## config.mk

```make
export PLATFORM = sky130hd
export DESIGN_NAME = booth_mult
export DESIGN_NICKNAME = d
export VERILOG_FILES = /design/src/rtl/booth_pkg.sv /design/src/rtl/booth_recode.sv /design/src/rtl/booth_step.sv /design/src/rtl/booth_seq.sv /design/src/rtl/booth_mult.sv
export SDC_FILE = /design/constraint.sdc
export NUM_CORES = 1
export LEC_CHECK = 0
export BUFFER_PORTS_ARGS = -buffer_cell sky130_fd_sc_hd__buf_2
export CORE_MARGIN = 2
export CORE_UTILIZATION = 56
export DETAILED_ROUTE_END_ITERATION = 10
export PLACE_DENSITY = 0.83
export SLEW_MARGIN = 20
export SYNTH_ARGS = -nofsm -noshare
export SYNTH_HDL_FRONTEND = slang
export SYNTH_SLANG_ARGS = --single-unit
```

## constraint.sdc

```tcl
create_clock -name clk -period 11.32 [get_ports clk]
set_clock_uncertainty 0.1 [all_clocks]
set_input_delay 2.264 -clock clk [delete_from_list [all_inputs] [get_ports clk]]
set_output_delay 2.264 -clock clk [all_outputs]
set_load 0.005 [all_outputs]
```

## src/rtl/booth_pkg.sv

```systemverilog
// Shared types for the sequential Booth multiplier.
// Assumes nothing beyond IEEE 1800-2017 packages.
package booth_pkg;

    // Action chosen for one iteration from the recoded bit pair.
    typedef enum logic [1:0] {
        BOP_SKIP = 2'd0,
        BOP_ADD  = 2'd1,
        BOP_SUB  = 2'd2
    } booth_op_e;

endpackage

```

## src/rtl/booth_recode.sv

```systemverilog
// Radix-2 Booth recoder.
// Looks at the current lowest multiplier bit and the bit that was shifted out
// below it, and picks the action for the upper accumulator half.
// Assumes: pure combinational logic, no state.
module booth_recode
    import booth_pkg::*;
(
    input  logic      cur_bit,
    input  logic      prev_bit,
    output booth_op_e op
);

    // Map the bit pair to add, subtract or skip.
    always_comb begin
        unique case ({cur_bit, prev_bit})
            2'b01:   op = BOP_ADD;
            2'b10:   op = BOP_SUB;
            default: op = BOP_SKIP;
        endcase
    end

endmodule

```

## src/rtl/booth_step.sv

```systemverilog
// One Booth iteration on the accumulator: an optional add or subtract of the
// multiplicand into the upper part, followed by an arithmetic shift right by one
// of the whole {upper, lower, extra} register.
// Assumes: the upper part has two guard bits above the operand width, so the
// partial sums never wrap.
module booth_step
    import booth_pkg::*;
#(
    parameter int HW = 34,
    parameter int LW = 33
) (
    input  logic [HW-1:0] hi_in,
    input  logic [LW-1:0] lo_in,
    input  logic [HW-1:0] mc_in,
    input  booth_op_e     op,
    output logic [HW-1:0] hi_out,
    output logic [LW-1:0] lo_out,
    output logic          xb_out
);

    logic [HW-1:0] sum;

    // Add to, subtract from, or pass the upper part.
    always_comb begin
        unique case (op)
            BOP_ADD: sum = hi_in + mc_in;
            BOP_SUB: sum = hi_in - mc_in;
            default: sum = hi_in;
        endcase
    end

    // Arithmetic shift right of the concatenated register.
    always_comb begin
        {hi_out, lo_out, xb_out} = {sum[HW-1], sum, lo_in};
    end

endmodule

```

## src/rtl/booth_seq.sv

```systemverilog
// Sequencer for the iterative multiplier.
// Takes a start only when idle, runs ITER iterations one per cycle, then drops
// busy and pulses done for one cycle.
// Assumes: synchronous active-low reset; ITER >= 1.
module booth_seq #(
    parameter int ITER = 33
) (
    input  logic clk,
    input  logic rst_n,
    input  logic start,
    output logic load,
    output logic step,
    output logic busy,
    output logic done
);

    localparam int CW = $clog2(ITER + 1);

    logic [CW-1:0] cnt_q;

    assign load = start && !busy;
    assign step = busy;

    // Count iterations and produce busy and the done pulse.
    always_ff @(posedge clk) begin
        if (!rst_n) begin
            busy  <= 1'b0;
            done  <= 1'b0;
            cnt_q <= '0;
        end else begin
            done <= 1'b0;
            if (load) begin
                busy  <= 1'b1;
                cnt_q <= '0;
            end else if (busy) begin
                if (cnt_q == CW'(ITER - 1)) begin
                    busy <= 1'b0;
                    done <= 1'b1;
                end else begin
                    cnt_q <= cnt_q + 1'b1;
                end
            end
        end
    end

endmodule

```

## src/rtl/booth_mult.sv

```systemverilog
// Sequential radix-2 Booth multiplier, signed or unsigned, W x W -> 2W.
// Operands are widened by one bit (a copy of the sign, or zero) so that one
// recoding scheme serves both modes. The job takes W+1 iterations.
// Assumes: start is honoured only while idle; the outputs hold the last result
// until the next accepted start.
module booth_mult
    import booth_pkg::*;
#(
    parameter int W = 32
) (
    input  logic           clk,
    input  logic           rst_n,
    input  logic           start,
    input  logic           op_unsigned,
    input  logic [W-1:0]   mcand,
    input  logic [W-1:0]   mplier,
    output logic           busy,
    output logic           done,
    output logic [2*W-1:0] product,
    output logic [W-1:0]   prod_hi,
    output logic [W-1:0]   prod_lo,
    output logic           ovf
);

    localparam int LW = W + 1;
    localparam int HW = W + 2;
    localparam int PW = HW + LW;

    logic          load, step;
    logic [HW-1:0] hi_q, mc_q, hi_nx;
    logic [LW-1:0] lo_q, lo_nx;
    logic          xb_q, xb_nx, uns_q;
    logic          mc_ext, mp_ext;
    booth_op_e     op;
    logic [PW-1:0] acc;

    booth_seq #(.ITER(LW)) u_seq (
        .clk   (clk),
        .rst_n (rst_n),
        .start (start),
        .load  (load),
        .step  (step),
        .busy  (busy),
        .done  (done)
    );

    booth_recode u_rec (
        .cur_bit  (lo_q[0]),
        .prev_bit (xb_q),
        .op       (op)
    );

    booth_step #(.HW(HW), .LW(LW)) u_step (
        .hi_in  (hi_q),
        .lo_in  (lo_q),
        .mc_in  (mc_q),
        .op     (op),
        .hi_out (hi_nx),
        .lo_out (lo_nx),
        .xb_out (xb_nx)
    );

    // Bit used to widen each operand, chosen by the mode.
    always_comb begin
        mc_ext = op_unsigned ? 1'b0 : mcand[W-1];
        mp_ext = op_unsigned ? 1'b0 : mplier[W-1];
    end

    // Accumulator: load on an accepted start, one iteration per busy cycle.
    always_ff @(posedge clk) begin
        if (!rst_n) begin
            hi_q  <= '0;
            lo_q  <= '0;
            xb_q  <= 1'b0;
            mc_q  <= '0;
            uns_q <= 1'b0;
        end else if (load) begin
            hi_q  <= '0;
            lo_q  <= {mp_ext, mplier};
            xb_q  <= 1'b0;
            mc_q  <= {{2{mc_ext}}, mcand};
            uns_q <= op_unsigned;
        end else if (step) begin
            hi_q <= hi_nx;
            lo_q <= lo_nx;
            xb_q <= xb_nx;
        end
    end

    // Present the result and its halves, and flag overflow of a W-bit result.
    always_comb begin
        acc     = {hi_q, lo_q};
        product = acc[2*W-1:0];
        prod_hi = product[2*W-1:W];
        prod_lo = product[W-1:0];
        if (uns_q)
            ovf = (prod_hi != '0);
        else
            ovf = (prod_hi != {W{prod_lo[W-1]}});
    end

endmodule

```

# ---- After elaboration in Yosys (flattened, before gate mapping)
# Cells that the tools add are included.
dict set report word_totals {
  ff_bits 109
  inputBits 68
}
dict set report classes {
  reduce_logical 7
  n_eq_ne 6
  addsub 3
  n_mux 11
  bitwise_logic 3
}
# op n
set ops {}
lappend ops {{case mux 34 bit (2 select lines)} 1}
lappend ops {{2-to-1 mux 33 bit} 2}
lappend ops {{adder 33 x 33 -> 34 bit} 1}
lappend ops {{subtractor 33 x 33 -> 34 bit} 1}
lappend ops {{!= test 32 bit} 1}
lappend ops {{nonzero test 32 bit} 1}
lappend ops {{2-to-1 mux 1 bit} 7}
lappend ops {{adder 6 x 1 -> 6 bit, second input constant} 1}
lappend ops {{== test 6 bit, second input constant} 1}
lappend ops {{== test 2 x 1 -> 1 bit, second input constant} 2}
lappend ops {{== test 2 bit, second input constant} 2}
lappend ops {{case mux 2 bit (2 select lines)} 1}
lappend ops {{inverter 1 bit} 3}
lappend ops {{OR reduction 3 bit} 1}
lappend ops {{AND reduction 2 bit} 1}
lappend ops {{nonzero test 2 bit} 1}
lappend ops {{OR reduction 2 bit} 1}
lappend ops {{logical AND 1 bit} 1}
lappend ops {{logical NOT 1 bit} 1}

# ---- Longest topological paths before layout
# Gate-level depths: netlist (run 1).
dict set report logic_depth {
  depth_word 6
  mapped_depth 17
  ltp_nobuf 17
}

# ---- Hierarchy
# From an unflattened synthesis (run 1), not the netlist that was laid out.
dict set report unflattened {
  cells_unflattened 1062
  hier_area_um2 8559.5
}
# mod cells_each area_per_inst_um2 instances
set modules_own_cells {}
lappend modules_own_cells {booth_mult 522 4948.5 1}
lappend modules_own_cells {booth_step 496 3208.1 1}
lappend modules_own_cells {booth_seq 42 387.9 1}
lappend modules_own_cells {booth_recode 2 15.0 1}

# ---- Worst setup path before layout (run 1)
# OpenSTA, ideal clock, no wires.
dict set report synth_timing {
  kind {register -> register}
  from {register mc_q[10]}
  to {register hi_q[30]}
  period_less_slack_ns 3.915
  n_path_buf 1
  setup_ns 0.074
  t_arrival_ns 3.741
  path_slack_ns 7.405
  stages_incl_launch_ff 16
  path_cell_list {dfxtp_1 or4_4 or3_4 nor4_1 a21oi_1 xnor2_1 ha_1 clkbuf_1 and4_1 and3_1 nand2_1 o21ba_2 o31ai_1 a21oi_1 mux2_2 o21ai_0}
}
dict set report synth_via {
  elab_chain_cells 2
  word_cells_on_any_way 3
}
# element line_no
set synth_lines {}
lappend synth_lines {{start: declaration} booth_mult.sv:30} ;# logic [HW-1:0] hi_q, mc_q, hi_nx;
lappend synth_lines {{start signal: assignment} booth_mult.sv:81} ;# mc_q <= {{2{mc_ext}}, mcand};
lappend synth_lines {{subtractor 33 x 33 -> 34 bit / adder 33 x 33 -> 34 bit (equally long branches)} {booth_step.sv:27, booth_step.sv:26}}
lappend synth_lines {{case mux 34 bit (2 select lines) (*)} booth_step.sv:25} ;# unique case (op)
lappend synth_lines {{end signal: assignment} booth_mult.sv:84} ;# hi_q <= hi_nx;
lappend synth_lines {{end: declaration} booth_mult.sv:30}
# Mark *: on every way between the ends. The rest lies on a longest branch, timed or not.
# A chain may end at the register's enable or synchronous reset.

# ---- Worst setup path in the final report (run 1)
# Ends and elaborated chain as after synthesis.

==> results of run 1 <==
[stage by stage]
step	setup slack [ps]	total power, mW
2_1_floorplan	7400	0.727
3_3_place_gp	6890	0.792
3_5_place_dp	6880	0.800
4_1_cts	6950	1.13
5_1_grt	6520	1.19
6_report	6930	1.12
[tightest hold or removal path, cell delays in order, from the launching register on]
cell	delay, ps
sky130_fd_sc_hd__dfxtp_1	320
sky130_fd_sc_hd__nand2_1	40
sky130_fd_sc_hd__a21boi_0	70
[cells in the mapped netlist, types with 2 or more instances]
cell type,n
sky130_fd_sc_hd__a21boi_0,38
sky130_fd_sc_hd__and2_2,2
sky130_fd_sc_hd__buf_1,8
sky130_fd_sc_hd__o211ai_1,19
sky130_fd_sc_hd__nor4_1,14
sky130_fd_sc_hd__o31ai_1,4
sky130_fd_sc_hd__buf_4,97
sky130_fd_sc_hd__clkbuf_1,45
sky130_fd_sc_hd__nand3_1,8
sky130_fd_sc_hd__nor2_1,63
sky130_fd_sc_hd__and2b_2,2
sky130_fd_sc_hd__and2_1,35
sky130_fd_sc_hd__a211oi_1,5
sky130_fd_sc_hd__nor3_1,18
sky130_fd_sc_hd__a221o_1,3
sky130_fd_sc_hd__or2_2,2
sky130_fd_sc_hd__inv_1,18
sky130_fd_sc_hd__nand4_1,12
sky130_fd_sc_hd__and3b_1,2
sky130_fd_sc_hd__dfxtp_1,109
sky130_fd_sc_hd__nand2b_1,12
sky130_fd_sc_hd__xor2_1,7
sky130_fd_sc_hd__or3_1,4
sky130_fd_sc_hd__or4_1,2
sky130_fd_sc_hd__nand3b_1,7
sky130_fd_sc_hd__o21bai_1,3
sky130_fd_sc_hd__mux2i_1,42
sky130_fd_sc_hd__a21o_1,23
sky130_fd_sc_hd__nor2b_1,12
sky130_fd_sc_hd__or4_4,2
sky130_fd_sc_hd__o311a_1,2
sky130_fd_sc_hd__o21a_1,8
sky130_fd_sc_hd__a41oi_1,2
sky130_fd_sc_hd__a21oi_1,68
sky130_fd_sc_hd__nand2_1,141
sky130_fd_sc_hd__and3_1,6
sky130_fd_sc_hd__o21ai_0,75
sky130_fd_sc_hd__a31oi_1,7
sky130_fd_sc_hd__and4_1,2
sky130_fd_sc_hd__o21ba_2,2
sky130_fd_sc_hd__xnor2_1,50
sky130_fd_sc_hd__ha_1,37
[layout by cell type (no fill, tap or decap), drive strengths merged, types with 22 or more instances in the layout]
cell	count
nor2	64
inv	22
nand2	141
dfxtp	109
a21oi	69
o21ai	76
and2	37
xnor2	50
a21boi	38
mux2i	42
ha	37
a21o	23
buf	204
[flip-flops by register name, summed over array words and instances (netlist names)]
name / flops
lo_q: 33
u_seq.cnt_q: 6
hi_q: 33
u_seq.busy: 1
uns_q: 1
u_seq.done: 1
mc_q: 33
xb_q: 1
[area by class of cell]
type | count | area share
well taps | 180 | 0.0258
inverters | 19 | 0.00816
clock inverters | 6 | 0.00859
repair buffers | 204 | 0.118
multi-input cells | 767 | 0.561
diodes | 1 | 0.000286
flip-flops and latches | 109 | 0.250
clock buffers | 10 | 0.0273
[power by group through the flow]
| stage | clock, mW | combinational (mW) | sequential (mW) |
|---|---|---|---|
| 6_report | 0.329 | 0.353 | 0.443 |
| 3_5_place_dp | 0 | 0.349 | 0.451 |
| 2_1_floorplan | 0 | 0.288 | 0.439 |
| 4_1_cts | 0.332 | 0.351 | 0.442 |
| 3_3_place_gp | 0 | 0.342 | 0.450 |
| 5_1_grt | 0.345 | 0.395 | 0.448 |
[layer usage]
layer / part of all wire / vias up / GRT usage
li1: - / 3700 / -
met1: 0.47 / 3294 / 0.361
met2: 0.44 / 271 / 0.384
met3: 0.082 / 23 / 0.0591
met4: 0.011 / 0 / 0.0555
met5: 0 / - / 0
[worst max path at each step]
stage,start,to,depth (start not counted)
final,mc_q[10]$_SDFFE_PN0P_,hi_q[30]$_SDFFE_PP0P_,15
after global routing,mc_q[2]$_SDFFE_PN0P_,hi_q[30]$_SDFFE_PP0P_,16
after CTS,mc_q[2]$_SDFFE_PN0P_,hi_q[32]$_SDFFE_PP0P_,17
after detailed placement,start,hi_q[32]$_SDFFE_PP0P_,7
after global placement,start,hi_q[32]$_SDFFE_PP0P_,7
after floorplan,mc_q[10]$_SDFFE_PN0P_,hi_q[30]$_SDFFE_PP0P_,15
[cells by family after synthesis]
kind of cell	after synthesis	synth area share
flip-flops	109	0.270
AND/OR/NAND/NOR	354	0.217
buffers and inverters	169	0.123
AO/OA/AOI/OAI	275	0.215
multiplexers	43	0.0534
XOR/XNOR	57	0.0617
adder cells (fa/ha/maj)	38	0.0597
==> summary.md, run 1 <==
| Metric | Value |
|---|---|
| Final core occ | 0.625 |
| Synthesis-stage register bit count | between 100 and 150 |
| Min Hold Slack | 372 ps |
| Run status | completed |
| Part of the Yosys area used for sequential elements | 0.270 |
| Synth Cell Area | about 0.008 mm² |
| TritonCTS clock tree | done |
| TritonCTS Sinks | between 100 and 150 |
| Total wire length | approximately 20000 µm |
| Highest clock rate | 228 MHz |
| Number of stages on the worst hold path | 2 |
| CTS HTree Levels | 3 |
| Final weighted congestion of routability-driven global placement | 0.910 |
| Clock latency on the worst-skew pair | ~360 ps |
| Transition time at the pin with the least slew margin | about 1000 ps |
| Portion of the clock cycle consumed by the worst path in the final layout | 0.387 |
| Post-synthesis net count | 1151 |
| Final setup TNS | 0 ps |
| Max VDD drop | roughly 90 µV |
| Cell Int Power | between 0.7 and 0.8 mW |
| Worst Setup End Kind | flop |
| Relative max-transition margin | 0.326 |
| Top fanout value on the critical path | 9 |
| Share of layout cells above drive strength 1 | 0.218 |
| Unique cell type count in the Yosys netlist | ~70 |
| Number of buffers created by CTS | 9 |
| Design area | between 0.008 and 0.009 mm² |
| Top Family by Delay on Critical Path | simple AND/OR/NAND/NOR gates |
| Final max-slew violation count | 0 |
| Final setup vio count | 0 |
| Total power density per cell area | 129 mW/mm² |
| Fill cell instance count of the final layout | 1234 |
| Placeable core area | around 0.014 mm² |
| IO Pins | around 200 |
| Endpoint of the worst register-to-register path | hi_q[30]$_SDFFE_PP0P_ |
| Share of flip-flops with an asynchronous set or reset | 0 |
| Net switching power | slightly below 0.4 mW |
| Library cell occupying the most area in the post-synthesis netlist | sky130_fd_sc_hd__dfxtp_1 |
| Cts-stage hold buffer count | 0 |
| Global route total overflow | 0 |
| Tightest Hold Check Type | flop to flop |
| Worst Path Class, Setup | flop to flop |
| Maximum buffer depth of the clock tree | 2 |
| Number of vias per cell after detailed routing | approximately 5.6 |
| Critical register-to-register path startpoint | mc_q[10]$_SDFFE_PN0P_ |
| Number of input and output port buffers inserted | just under 200 |
| Worst min-delay path endpoint | uns_q$_SDFFE_PN0P_ |
| R2R setup slack | ~6900 ps |
| Starting density of the core | 0.578 |
| CP Data Arrival Time | 4580 ps |
| Count of final hold-check violations | 0 |
| Antenna-violating nets left | 0 |
| RSZ-0062 raised after global routing | no |
| Critical Path Source Type | flop |
| FF/Latch Area | 0.00219 mm² |
| Num rows | 43 |
| Yosys warning count | 0 |
| Detailed-route wire length per cell | roughly 15 µm |
| Multi-input gate area | 0.00491 mm² |
| Worst path required time | between 10000 and 15000 ps |
| Slowest CP cell | sky130_fd_sc_hd__or4_4 |
| Part of the total power dissipated in sequential elements | 0.394 |
| Iteration-0 DRC Markers | 520 |
| Most used flip-flop cell after synthesis | sky130_fd_sc_hd__dfxtp_1 |
| Gr usage total | 0.252 |
| Largest net degree at the start of global routing | 80 |
| Critical path buffers and inverters | 0 |
| Detailed Routing Iterations Pass 1 | 5 |
| Minimum period implied by the final worst setup slack | 4390 ps |
| Total instance count after detailed placement | 1279 |
| Number of antenna violations at the first check in global routing | 0 |
| Number of max-cap violations | 0 |
| Leak Pwr | a little over 4 nW |
| Post-Place Cell Area | about 0.0084 mm² |
| Syn-to-layout area delta | 8.12% |
| Full die area | between 0.015 and 0.02 mm² |
| R2R depth | 15 |
| Switching share of total power | 0.351 |
| Number of global-route vias before repair | about 6300 |
| Post-synthesis cell count | around 1000 |
| Combinational share of power | 0.314 |
| Startpoint of the worst hold path | uns_q$_SDFFE_PN0P_ |
| Root Buffer | sky130_fd_sc_hd__clkbuf_16 |
| Number of enable-type register cells in the synthesized netlist | 0 |
| Die Y-Extent | around 120 µm |
| Buffers inserted during post-CTS setup optimization | 0 |
| Largest stage delay on the critical path | about 570 ps |
| Cells traversed along the worst timing path | or4_4 -> or3_4 -> nor4_1 -> a21oi_1 -> xnor2_1 -> ha_1 -> a21oi_1 -> nor2b_1 -> o21ai_0 -> nand2b_1 -> a22o_1 -> o31ai_1 -> a21oi_1 -> mux2_2 -> o21ai_0 |
| Post-cts sizing count | 0 |
| Final nets | 1216 |
| Wire length of the first global-routing pass | ~31000 µm |
| Mean area per synthesized cell | about 7.7 µm² |
| Clock transition time at the flip-flop clock pins of the worst setup and hold paths | 80 ps |
| Finished Layout Cells | approximately 1300 |
| Clock Power Share | 0.292 |
| Half-perimeter wire length after placement | approximately 15000 µm |
| Top cell type's share of synthesized area | 0.270 |
| Most prevalent standard cell on the critical path | sky130_fd_sc_hd__a21oi_1 |
| Number of vias in the routed layout | about 7300 |
| Chip width | approximately 120 µm |
| Number of remaining DRC errors | 0 |
| Main area contributors after synthesis | sky130_fd_sc_hd__dfxtp_1 (27%), sky130_fd_sc_hd__buf_4 (9.0%), sky130_fd_sc_hd__nand2_1 (6.5%) |
No activity file was read; power rests on OpenSTA's default activity.
==> inputs of run 2 (changes only) <==
Settings changed: CORE_UTILIZATION 56 to 55, PLACE_DENSITY 0.83 to 0.82.
Clock period 11.32 ns to 4.6 ns, I/O delays scaled along.
==> run 2 against run 1 <==
Sequential share of layout area is essentially flat. Maximum frequency up 3.2%. Cell count is 0.31% higher. Critical path depth up 2. Via count shrank 0.29%. Die area up 1.8%.
==> summary.md, run 2 (synthesis gave the netlist of run 1 again) <==
| Metric | Value |
|---|---|
| Place WS | 357 ps (-6520 ps) |
| Detailed-route wire length per cell | 15.0 µm (-0.51%) |
| Detailed Routing Iterations Pass 1 | 5 (unchanged) |
| Number of antenna violations at the first check in global routing | 1 (+1) |
| Number of buffers created by CTS | 9 (unchanged) |
| Fill cell instance count of the final layout | 1337 (+8.3%) |
| Cts-stage hold buffer count | 0 (unchanged) |
| Full die area | 0.0157 mm² (+1.8%) |
| Chip width | 125 µm (+0.88%) |
| Max VDD drop | 215 µV (+140%) |
| Number of remaining DRC errors | 0 (unchanged) |
| Placeable core area | 0.0144 mm² (+3.1%) |
| Number of max-cap violations | 0 (unchanged) |
| Antenna-violating nets left | 0 (unchanged) |
| TritonCTS Sinks | 109 (unchanged) |
| Critical Path Start | mc_q[10]$_SDFFE_PN0P_ |
| Run status | completed |
| Worst Path Class, Setup | flop to flop |
| Total instance count after detailed placement | 1284 (+0.39%) |
| Minimum period implied by the final worst setup slack | 4250 ps (-134 ps) |
| Highest clock rate | 235 MHz (+3.2%) |
| Final nets | 1217 (+0.082%) |
| Critical Path Source Type | flop |
| Final weighted congestion of routability-driven global placement | 0.943 (+3.7%) |
| Portion of the clock cycle consumed by the worst path in the final layout | 0.924 (+0.537) |
| Wire length of the first global-routing pass | 32300 µm (+4.6%) |
| CP Data Arrival Time | 4420 ps (-160 ps) |
| Critical register-to-register path startpoint | mc_q[10]$_SDFFE_PN0P_ |
| Largest registers | hi_q (33), lo_q (33), mc_q (33) |
| Most frequent standard cell in the layout excluding fill and tap cells | sky130_fd_sc_hd__buf_2 |
| Share of layout cells above drive strength 1 | 0.218 (unchanged) |
| Clock transition time at the flip-flop clock pins of the worst setup and hold paths | 80 ps (about the same) |
| Num rows | 44 (+2.3%) |
| R2R setup slack | 350 ps (-6590 ps) |
| Maximum buffer depth of the clock tree | 2 (unchanged) |
| Global route total overflow | 0 (unchanged) |
| Number of vias per cell after detailed routing | 5.59 (-0.59%) |
| Overall power after layout | 2.73 mW (+140%) |
| Buffers inserted during post-CTS setup optimization | 0 (unchanged) |
| Half-perimeter wire length after placement | 14900 µm (+2.1%) |
| Final setup vio count | 0 (unchanged) |
| Total power density per cell area | 313 mW/mm² (+140%) |
| Worst path required time | 4770 ps (-6740 ps) |
| Total wire length | 19500 µm (-0.20%) |
| Final core occ | 0.605 (-0.0200) |
| Tightest Hold Check Type | flop to flop |
| Min Hold Slack | 366 ps (-6.26 ps) |
| Post-cts sizing count | 0 (unchanged) |
| Worst Setup End Kind | flop |
| Final max-slew violation count | 0 (unchanged) |
| Top fanout value on the critical path | 6 (-3) |
| Count of final hold-check violations | 0 (unchanged) |
| Relative max-transition margin | 0.407 (+0.0817) |
| TritonCTS clock tree | done |
| Clock latency on the worst-skew pair | 370 ps (about the same) |
| Leak Pwr | 4.08 nW (-0.17%) |
| Largest net degree at the start of global routing | 76 (-5.0%) |
| Syn-to-layout area delta | 7.92% |
| Startpoint of the worst hold path | uns_q$_SDFFE_PN0P_ |
| Final setup TNS | 0 ps (unchanged) |
| Transition time at the pin with the least slew margin | 887 ps (-125 ps) |
| Design area | 0.00873 mm² (-0.19%) |
| Die Y-Extent | 125 µm (+0.88%) |
| Finished Layout Cells | 1300 (+0.31%) |
| IO Pins | 199 (unchanged) |
| Number of input and output port buffers inserted | 198 (unchanged) |
| RSZ-0062 raised after global routing | no |
| Root Buffer | sky130_fd_sc_hd__clkbuf_16 |
| Iteration-0 DRC Markers | 486 (-6.5%) |
| Setup slack after layout | 349 ps (-6590 ps) |
| Starting density of the core | 0.561 (-0.0175) |
| Post-Place Cell Area | 0.00844 mm² (+0.15%) |
| Number of vias in the routed layout | 7267 (-0.29%) |
| CTS HTree Levels | 3 (unchanged) |
| Commonest cells after routing, fill and taps aside | sky130_fd_sc_hd__buf_2 (198), sky130_fd_sc_hd__nand2_1 (141), sky130_fd_sc_hd__dfxtp_1 (108), sky130_fd_sc_hd__o21ai_0 (75), sky130_fd_sc_hd__a21oi_1 (68) |
| Number of global-route vias before repair | 6576 (+5.1%) |
| Gr usage total | 0.247 (-0.00442) |
[run 2: path summary, 6_finish.rpt]
path,to,cells after the start
worst max-delay path,hi_q[32]$_SDFFE_PP0P_,17
worst min register to register,uns_q$_SDFFE_PN0P_,2
worst min-delay path,uns_q$_SDFFE_PN0P_,2
worst max register to register,hi_q[32]$_SDFFE_PP0P_,17
[run 2: routing by layer]
| metal | vias up | share of wire | global-route usage |
|---|---|---|---|
| met2 | 274 | 0.43 | 0.383 |
| met1 | 3282 | 0.47 | 0.347 |
| met4 | 2 | 0.014 | 0.0647 |
| met5 | - | 0.00041 | 0 |
| met3 | 23 | 0.090 | 0.0582 |
| li1 | 3686 | - | - |
[run 2: area by class of cell]
class                      instances  area, µm²  share of cell area
inverter                          19       71.3             0.00817
antenna                            1       2.50            0.000287
clock inverter                     6       60.1             0.00688
multi-input combinational        767       4910               0.562
timing repair buffer             205       1040               0.120
tap                              184        230              0.0264
sequential                       109       2190               0.250
clock buffer                       9        225              0.0258
[run 2: worst max-delay path: stages (launching register included)]
cell and delay (ps):
sky130_fd_sc_hd__dfxtp_1 370, sky130_fd_sc_hd__or4_4 580, sky130_fd_sc_hd__or3_4 360, sky130_fd_sc_hd__nor2_4 110, sky130_fd_sc_hd__and2_2 180, sky130_fd_sc_hd__a21oi_1 90, sky130_fd_sc_hd__nor2_1 170, sky130_fd_sc_hd__xor2_1 210
sky130_fd_sc_hd__ha_1 320, sky130_fd_sc_hd__o21a_1 220, sky130_fd_sc_hd__o21ai_0 220, sky130_fd_sc_hd__o21bai_1 90, sky130_fd_sc_hd__a21oi_1 200, sky130_fd_sc_hd__or2b_1 240, sky130_fd_sc_hd__o31ai_1 240, sky130_fd_sc_hd__xnor2_1 190
sky130_fd_sc_hd__a21oi_1 100, sky130_fd_sc_hd__a31o_1 180
[run 2: report_power, final]
group | switching [mW] | internal [mW] | leakage, nW
clock network | 0.395 | 0.381 | 0.142
registers | 0.0923 | 0.999 | 0.893
logic | 0.473 | 0.392 | 3.04
